$ cat config.mk
export PLATFORM = sky130hd
export DESIGN_NAME = audio_rx_clkgen
export DESIGN_NICKNAME = d
export VERILOG_FILES = /design/src/rtl/audio_rx_clkgen_pkg.sv /design/src/rtl/rx_rst_sync.sv /design/src/rtl/rx_cfg_hold.sv /design/src/rtl/rx_bit_divider.sv /design/src/rtl/rx_frame_ctr.sv /design/src/rtl/audio_rx_clkgen.sv
export SDC_FILE = /design/constraint.sdc
export NUM_CORES = 1
export LEC_CHECK = 0
export CAP_MARGIN = 20
export CORE_UTILIZATION = 56
export DETAILED_ROUTE_END_ITERATION = 10
export GPL_TIMING_DRIVEN = 0
export PLACE_DENSITY_LB_ADDON = 0.25
export SLEW_MARGIN = 20
export SYNTH_ARGS = -nofsm -noshare
export SYNTH_HDL_FRONTEND = slang
export SYNTH_SLANG_ARGS = --single-unit
$ cat constraint.sdc
create_clock -name clk_i -period 1.2 [get_ports clk_i]
set_input_delay 0.12 -clock clk_i [delete_from_list [all_inputs] [get_ports clk_i]]
set_output_delay 0.12 -clock clk_i [all_outputs]
set_load 0.01 [all_outputs]
$ cat src/rtl/audio_rx_clkgen_pkg.sv
package audio_rx_clkgen_pkg;

  typedef enum logic [1:0] {
    RATE_FROM_WLEN = 2'b00,
    RATE_32        = 2'b01,
    RATE_64        = 2'b10,
    RATE_128       = 2'b11
  } rate_sel_e;

  typedef enum logic [1:0] {
    WLEN_16  = 2'b00,
    WLEN_24  = 2'b01,
    WLEN_32  = 2'b10,
    WLEN_32X = 2'b11
  } wlen_e;

  typedef struct packed {
    logic      master;
    rate_sel_e rate;
    wlen_e     wlen;
    logic      nogate;
  } rx_clk_cfg_t;

  // largest frame is 2**FRAME_LOG2_MAX bit periods
  localparam int unsigned FRAME_LOG2_MAX = 7;

  function automatic logic [2:0] frame_log2(input rx_clk_cfg_t c);
    logic [2:0] r;
    unique case (c.rate)
      RATE_32:  r = 3'd5;
      RATE_64:  r = 3'd6;
      RATE_128: r = 3'd7;
      default:  r = (c.wlen == WLEN_16) ? 3'd5 : 3'd6;
    endcase
    return r;
  endfunction

  function automatic logic tail_gate_en(input rx_clk_cfg_t c);
    return (c.rate == RATE_FROM_WLEN) && (c.wlen == WLEN_24) && !c.nogate;
  endfunction

endpackage

$ cat src/rtl/rx_rst_sync.sv
module rx_rst_sync (
  input  logic clk_i,
  input  logic rst_ni,
  output logic rst_no
);

  logic [1:0] sync_q;

  always_ff @(posedge clk_i or negedge rst_ni) begin
    if (!rst_ni) sync_q <= 2'b00;
    else         sync_q <= {sync_q[0], 1'b1};
  end

  assign rst_no = sync_q[1];

endmodule

$ cat src/rtl/rx_cfg_hold.sv
module rx_cfg_hold
  import audio_rx_clkgen_pkg::*;
(
  input  logic        clk_i,
  input  logic        rst_ni,
  input  rx_clk_cfg_t cfg_i,
  input  logic        frame_end_i,
  output rx_clk_cfg_t cfg_o
);

  rx_clk_cfg_t cfg_q, cfg_d;
  logic        load;

  // idle: follow the inputs freely; running: only at the frame wrap
  assign load = !cfg_q.master || frame_end_i;

  always_comb begin
    cfg_d = cfg_q;
    if (load) cfg_d = cfg_i;
  end

  always_ff @(posedge clk_i or negedge rst_ni) begin
    if (!rst_ni) cfg_q <= '0;
    else         cfg_q <= cfg_d;
  end

  assign cfg_o = cfg_q;

  AST_CFG_FRAME_ONLY: assert property (@(posedge clk_i) disable iff (!rst_ni)
    (cfg_q.master && !frame_end_i) |=> $stable(cfg_q));

endmodule

$ cat src/rtl/rx_bit_divider.sv
module rx_bit_divider #(
  parameter int unsigned DIV = 4
) (
  input  logic clk_i,
  input  logic rst_ni,
  input  logic run_i,
  output logic bit_last_o,
  output logic phase_hi_o,
  output logic rise_o
);

  localparam int unsigned DW   = (DIV > 2) ? $clog2(DIV) : 1;
  localparam int unsigned HALF = DIV / 2;
  localparam logic [DW-1:0] LAST_CNT = DW'(DIV - 1);
  localparam logic [DW-1:0] HALF_CNT = DW'(HALF);

  logic [DW-1:0] cnt_q, cnt_d;
  logic          cnt_en;

  assign cnt_en     = run_i;
  assign bit_last_o = run_i && (cnt_q == LAST_CNT);
  assign phase_hi_o = (cnt_q >= HALF_CNT);
  assign rise_o     = run_i && (cnt_q == HALF_CNT);

  always_comb begin
    cnt_d = cnt_q;
    if (!run_i)          cnt_d = '0;
    else if (cnt_en)     cnt_d = (cnt_q == LAST_CNT) ? '0 : cnt_q + 1'b1;
  end

  always_ff @(posedge clk_i or negedge rst_ni) begin
    if (!rst_ni) cnt_q <= '0;
    else         cnt_q <= cnt_d;
  end

endmodule

$ cat src/rtl/rx_frame_ctr.sv
module rx_frame_ctr
  import audio_rx_clkgen_pkg::*;
(
  input  logic       clk_i,
  input  logic       rst_ni,
  input  logic       run_i,
  input  logic       step_i,
  input  logic [2:0] log2_i,
  input  logic       tail_gate_i,
  output logic       frame_end_o,
  output logic       right_half_o,
  output logic       gated_o
);

  localparam int unsigned BW = FRAME_LOG2_MAX;

  logic [BW-1:0] bit_q, bit_d, last_idx;

  always_comb begin
    unique case (log2_i)
      3'd5:    begin last_idx = BW'(31);  right_half_o = bit_q[4]; end
      3'd6:    begin last_idx = BW'(63);  right_half_o = bit_q[5]; end
      default: begin last_idx = BW'(127); right_half_o = bit_q[6]; end
    endcase
  end

  assign frame_end_o = step_i && (bit_q == last_idx);
  // slot position 24..31 when slots are 32 periods wide
  assign gated_o     = tail_gate_i && bit_q[4] && bit_q[3];

  always_comb begin
    bit_d = bit_q;
    if (!run_i)           bit_d = '0;
    else if (frame_end_o) bit_d = '0;
    else if (step_i)      bit_d = bit_q + 1'b1;
  end

  always_ff @(posedge clk_i or negedge rst_ni) begin
    if (!rst_ni) bit_q <= '0;
    else         bit_q <= bit_d;
  end

  AST_BIT_IN_FRAME: assert property (@(posedge clk_i) disable iff (!rst_ni)
    run_i |-> (bit_q <= last_idx));

endmodule

$ cat src/rtl/audio_rx_clkgen.sv
module audio_rx_clkgen
  import audio_rx_clkgen_pkg::*;
#(
  parameter int unsigned DIV = 4
) (
  input  logic       clk_i,
  input  logic       rst_ni,
  input  logic       cfg_master_i,
  input  logic [1:0] cfg_rate_i,
  input  logic [1:0] cfg_wlen_i,
  input  logic       cfg_nogate_i,
  output logic       bclk_o,
  output logic       lrck_o,
  output logic       bit_en_o,
  output logic       clk_oe_o
);

  logic        rst_n;
  rx_clk_cfg_t cfg_in, cfg_act;
  logic        run, bit_last, phase_hi, rise;
  logic        frame_end, right_half, gated;
  logic        bclk_d, lrck_d, en_d, oe_d;
  logic        bclk_q, lrck_q, en_q, oe_q;

  always_comb begin
    cfg_in.master = cfg_master_i;
    cfg_in.rate   = rate_sel_e'(cfg_rate_i);
    cfg_in.wlen   = wlen_e'(cfg_wlen_i);
    cfg_in.nogate = cfg_nogate_i;
  end

  rx_rst_sync i_rst_sync (
    .clk_i  (clk_i),
    .rst_ni (rst_ni),
    .rst_no (rst_n)
  );

  rx_cfg_hold i_cfg_hold (
    .clk_i       (clk_i),
    .rst_ni      (rst_n),
    .cfg_i       (cfg_in),
    .frame_end_i (frame_end),
    .cfg_o       (cfg_act)
  );

  assign run = cfg_act.master;

  rx_bit_divider #(.DIV(DIV)) i_div (
    .clk_i      (clk_i),
    .rst_ni     (rst_n),
    .run_i      (run),
    .bit_last_o (bit_last),
    .phase_hi_o (phase_hi),
    .rise_o     (rise)
  );

  rx_frame_ctr i_frame (
    .clk_i        (clk_i),
    .rst_ni       (rst_n),
    .run_i        (run),
    .step_i       (bit_last),
    .log2_i       (frame_log2(cfg_act)),
    .tail_gate_i  (tail_gate_en(cfg_act)),
    .frame_end_o  (frame_end),
    .right_half_o (right_half),
    .gated_o      (gated)
  );

  // registered pin drivers: no combinational glitches on the clocks
  always_comb begin
    oe_d   = run;
    bclk_d = run && phase_hi && !gated;
    lrck_d = run && right_half;
    en_d   = rise && !gated;
  end

  always_ff @(posedge clk_i or negedge rst_n) begin
    if (!rst_n) begin
      bclk_q <= 1'b0;
      lrck_q <= 1'b0;
      en_q   <= 1'b0;
      oe_q   <= 1'b0;
    end else begin
      bclk_q <= bclk_d;
      lrck_q <= lrck_d;
      en_q   <= en_d;
      oe_q   <= oe_d;
    end
  end

  assign bclk_o   = bclk_q;
  assign lrck_o   = lrck_q;
  assign bit_en_o = en_q;
  assign clk_oe_o = oe_q;

  AST_STROBE_AT_RISE: assert property (@(posedge clk_i) disable iff (!rst_n)
    $rose(bclk_o) |-> bit_en_o);

  AST_STROBE_ONE_WIDE: assert property (@(posedge clk_i) disable iff (!rst_n)
    bit_en_o |=> !bit_en_o);

  AST_STROBE_NEEDS_CLOCK: assert property (@(posedge clk_i) disable iff (!rst_n)
    bit_en_o |-> (bclk_o && clk_oe_o));

  AST_QUIET_WHEN_OFF: assert property (@(posedge clk_i) disable iff (!rst_n)
    !clk_oe_o |-> (!bclk_o && !lrck_o && !bit_en_o));

  AST_LRCK_AT_BIT_START: assert property (@(posedge clk_i) disable iff (!rst_n)
    !$stable(lrck_o) |-> !bclk_o);

endmodule

==> impl_metrics.csv <==
group,metric,value,unit
cts,root_buffer,"clkbuf_4",
global_routing,use_met1,27.97,%
timing,fin_setup_tns,-4.856,ns
cts,clk_latency,0.30,ns
drt,drc,0,
worst_setup_path,end_kind,"register",
worst_setup_path,cp_max_fo,4,
placement,placed_area,1071,um2
floorplan,die_w,42.94,um
global_routing,antenna_found_initial,0,
drt,drt.antenna.violating_nets,0,
timing,fin_worst_skew,0.007841,ns
cts,htreeDepth,1,
cells_and_area,area_delta_synth_final,45.33,%
drt,wl_per_cell,18.83,um
timing,whs,0.3168,ns
global_routing,globalRouteMet2Util,45.45,%
timing,tightest_slew,0.7647,ns
drt,firstDrtPassIters,4,
timing,fmax,604.6,MHz
cts,clockBufferDepth,2,
status,violations,"negative setup slack",
floorplan,ioPinCount,12,
worst_setup_path,worstSetupPathType,"register to register",
floorplan,placementRows,14,
global_routing,grt_first_pass_wirelength,3277,um
worst_hold_path,hp-class,"register to asynchronous set/reset pin",
cells_and_area,layout-drive-gt1-share,41.82,%
worst_setup_path,ff2ff_setup_slack,-0.45,ns
timing,rsz0062_at_grt,"true",
synthesis,synthCells,78,
timing,fin_ws,-0.4540,ns
power,p_leak,0.0006122,uW
power,ir_drop,0.9246,mV
worst_setup_path,reg2reg_to,"i_cfg_hold.cfg_o[0]$_DFFE_PN0P_",
synthesis,netlist.top_cell.by_area,"dfrtp_1",
floorplan,die_h,42.94,um
synthesis,yosys-top-cells-count,"dfrtp_1 (21), nor2_1 (11), xor2_1 (5)",
synthesis,async_flop_share,100.0,%
worst_setup_path,timing.rr.start,"i_cfg_hold.cfg_o[3]$_DFFE_PN0P_",
timing,finalSetupViolations,15,
global_routing,overflow,0,
placement,port_buffers,11,
synthesis,synth_top_area_share,56.00,%
worst_setup_path,cp-start-kind,"register",
power,power.density,797.8,nW/um2
global_routing,grt_usage,24.87,%
global_routing,globalRouteMet3Util,3.830,%
synthesis,yosys_warnings,0,
flow_run,drv_cap,0,
synthesis,synth-edff-count,0,
timing,slew_headroom,49.02,%
cells_and_area,final_area,1364,um2
worst_setup_path,ff2ff_path_depth,6,
synthesis,ys_types,28,
synthesis,syn_area,938.4,um2
drt,routed_wl,2373,um
status,status,"complete, but fails checks",
timing,final_max_slew_viol_count,0,
drt,drt-initial-drc-count,15,
global_routing,grt_pass1_vias,736,
cts,cts_tree,"yes",
global_routing,busiest_layer,"met2",
synthesis,yosys-top-cells-area,"dfrtp_1 (56%), mux2_4 (4.8%), xor2_1 (4.7%), nor2_1 (4.4%), ha_1 (4.0%)",
cts,cts.clk_slew.worst_paths,0.12,ns
synthesis,synth.most_common_cell,"dfrtp_1",
cts,clock_sinks,21,
power,fin_total_pwr,1088,uW
floorplan,initial_core_util,60.88,%
drt,num_vias,716,
synthesis,synth_nets,89,
timing,finalHoldViolations,0,
timing,min_period,1.654,ns
placement,gp_congestion,0.8079,
synthesis,synth.avg_cell_area,12.03,um2
floorplan,core-area,1541,um2
global_routing,grt_max_degree,20,
synthesis,synthFlopType,"dfrtp_1",
worst_setup_path,worstPathRequired,1.39,ns
cells_and_area,diodes,0,
timing,post-route-period-util,137.8,%
synthesis,ys_ff_latch,21,
cells_and_area,nets,122,
floorplan,die_area,1843,um2
cts,cts_buffers,3,
worst_setup_path,arrival,1.84,ns
drt,via_per_inst,5.683,
placement,dp_hpwl,1103,um
synthesis,yosysSeqAreaShare,56.00,%
registers in the layout, summed over array words and instances, names as in the netlist:
register,cells
clk_oe_o,1
i_rst_sync.sync_q,2
bit_en_o,1
i_div.cnt_q,2
bclk_o,1
lrck_o,1
i_cfg_hold.cfg_o,6
i_frame.bit_q,7
cells by family after synthesis:
group | Yosys count | synth area share, %
muxes | 6 | 8.266
adders and majority gates | 3 | 4.000
xor gates and xnor gates | 6 | 5.600
AOI/OAI and AO/OA | 8 | 6.933
and+or+nand+nor | 30 | 16.80
buffers and inverters | 3 | 2.000
other | 1 | 0.3996
DFF | 21 | 56.00
final cells by class:
class,count,area [um2]
plain buffers,1,11.26
clock buffers,3,22.52
clock inverters,1,5.005
fillers,64,177.7
inverters,2,7.507
multi-input cells,54,509.2
flip-flops and latches,21,529.3
well taps,16,20.02
repair buffers,28,259.0
cells in the final DEF (no fill, tap or decap), types with 2 or more instances in the layout:
| master | netlist | layout |
|---|---|---|
| a21oi_1 | 2 | 2 |
| and3_1 | 2 | 2 |
| buf_4 | 0 | 12 |
| buf_6 | 1 | 4 |
| clkbuf_4 | 0 | 3 |
| clkdlybuf4s50_1 | 0 | 7 |
| dfrtp_1 | 21 | 18 |
| dfrtp_2 | 0 | 3 |
| dlygate4sd2_1 | 0 | 4 |
| ha_1 | 3 | 2 |
| inv_1 | 2 | 2 |
| mux2_4 | 3 | 5 |
| nand2_1 | 3 | 2 |
| nand4_1 | 2 | 2 |
| nor2_1 | 11 | 5 |
| nor2_4 | 0 | 5 |
| nor2b_1 | 4 | 4 |
| o211ai_1 | 2 | 2 |
| xor2_1 | 5 | 2 |
| xor2_2 | 0 | 3 |
per-layer routing:
| metal | wire (um) | vias up |
|---|---|---|
| met3 | 69 | 8 |
| li1 | - | 327 |
| met1 | 996 | 363 |
| met5 | 0 | - |
| met2 | 1229 | 18 |
| met4 | 78 | 0 |
critical path: stages, from the launching register on:
cell and delay [ns]:
dfrtp_2 0.46, buf_6 0.13, a21oi_1 0.17, o211ai_1 0.15, o21ai_2 0.18, buf_6 0.15
mux2_4 0.30
how the worst max path moves through the flow:
stage / endpoint / start / slack, ns / cells after the start
after floorplan: i_cfg_hold.cfg_o[0]$_DFFE_PN0P_ / i_frame.bit_q[0]$_DFFE_PN0P_ / -0.37 / 6
after global placement: i_cfg_hold.cfg_o[0]$_DFFE_PN0P_ / i_frame.bit_q[0]$_DFFE_PN0P_ / -0.47 / 6
after detailed placement: i_cfg_hold.cfg_o[0]$_DFFE_PN0P_ / i_frame.bit_q[0]$_DFFE_PN0P_ / -0.52 / 6
after CTS: i_cfg_hold.cfg_o[0]$_DFFE_PN0P_ / i_frame.bit_q[0]$_DFFE_PN0P_ / -0.40 / 6
after global routing: i_cfg_hold.cfg_o[4]$_DFFE_PN0P_ / i_cfg_hold.cfg_o[3]$_DFFE_PN0P_ / -0.48 / 6
final: i_cfg_hold.cfg_o[0]$_DFFE_PN0P_ / i_cfg_hold.cfg_o[3]$_DFFE_PN0P_ / -0.45 / 6
per-stage QoR:
step | instances | util (%) | setup WS, ns
floorplan | 78 | - | -0.3677
global placement | 105 | 69.48 | -0.4738
detailed placement | 105 | 69.48 | -0.5239
CTS | 120 | 78.98 | -0.4041
global route | 126 | 88.47 | -0.4826
finish | 126 | 88.47 | -0.4540
what timing repair did:
| item | 4_1_cts | 5_1_grt |
|---|---|---|
| setup buffers | 10 | 6 |
| gates resized for setup | 12 | 24 |
| hold buffers | 1 | 0 |
| setup endpoints to repair | 17 | 15 |
| hold endpoints to repair | 2 | 0 |
| pin swaps | 3 | 11 |
report_power, final:
part	switching [uW]	leakage (uW)	internal [uW]
clock	212	0.0000177	124
sequential	12.4	0.000236	710
combinational	5.79	0.000359	23.7
total	230	0.000612	858
Note: power is estimated with default switching activity, not from simulation.
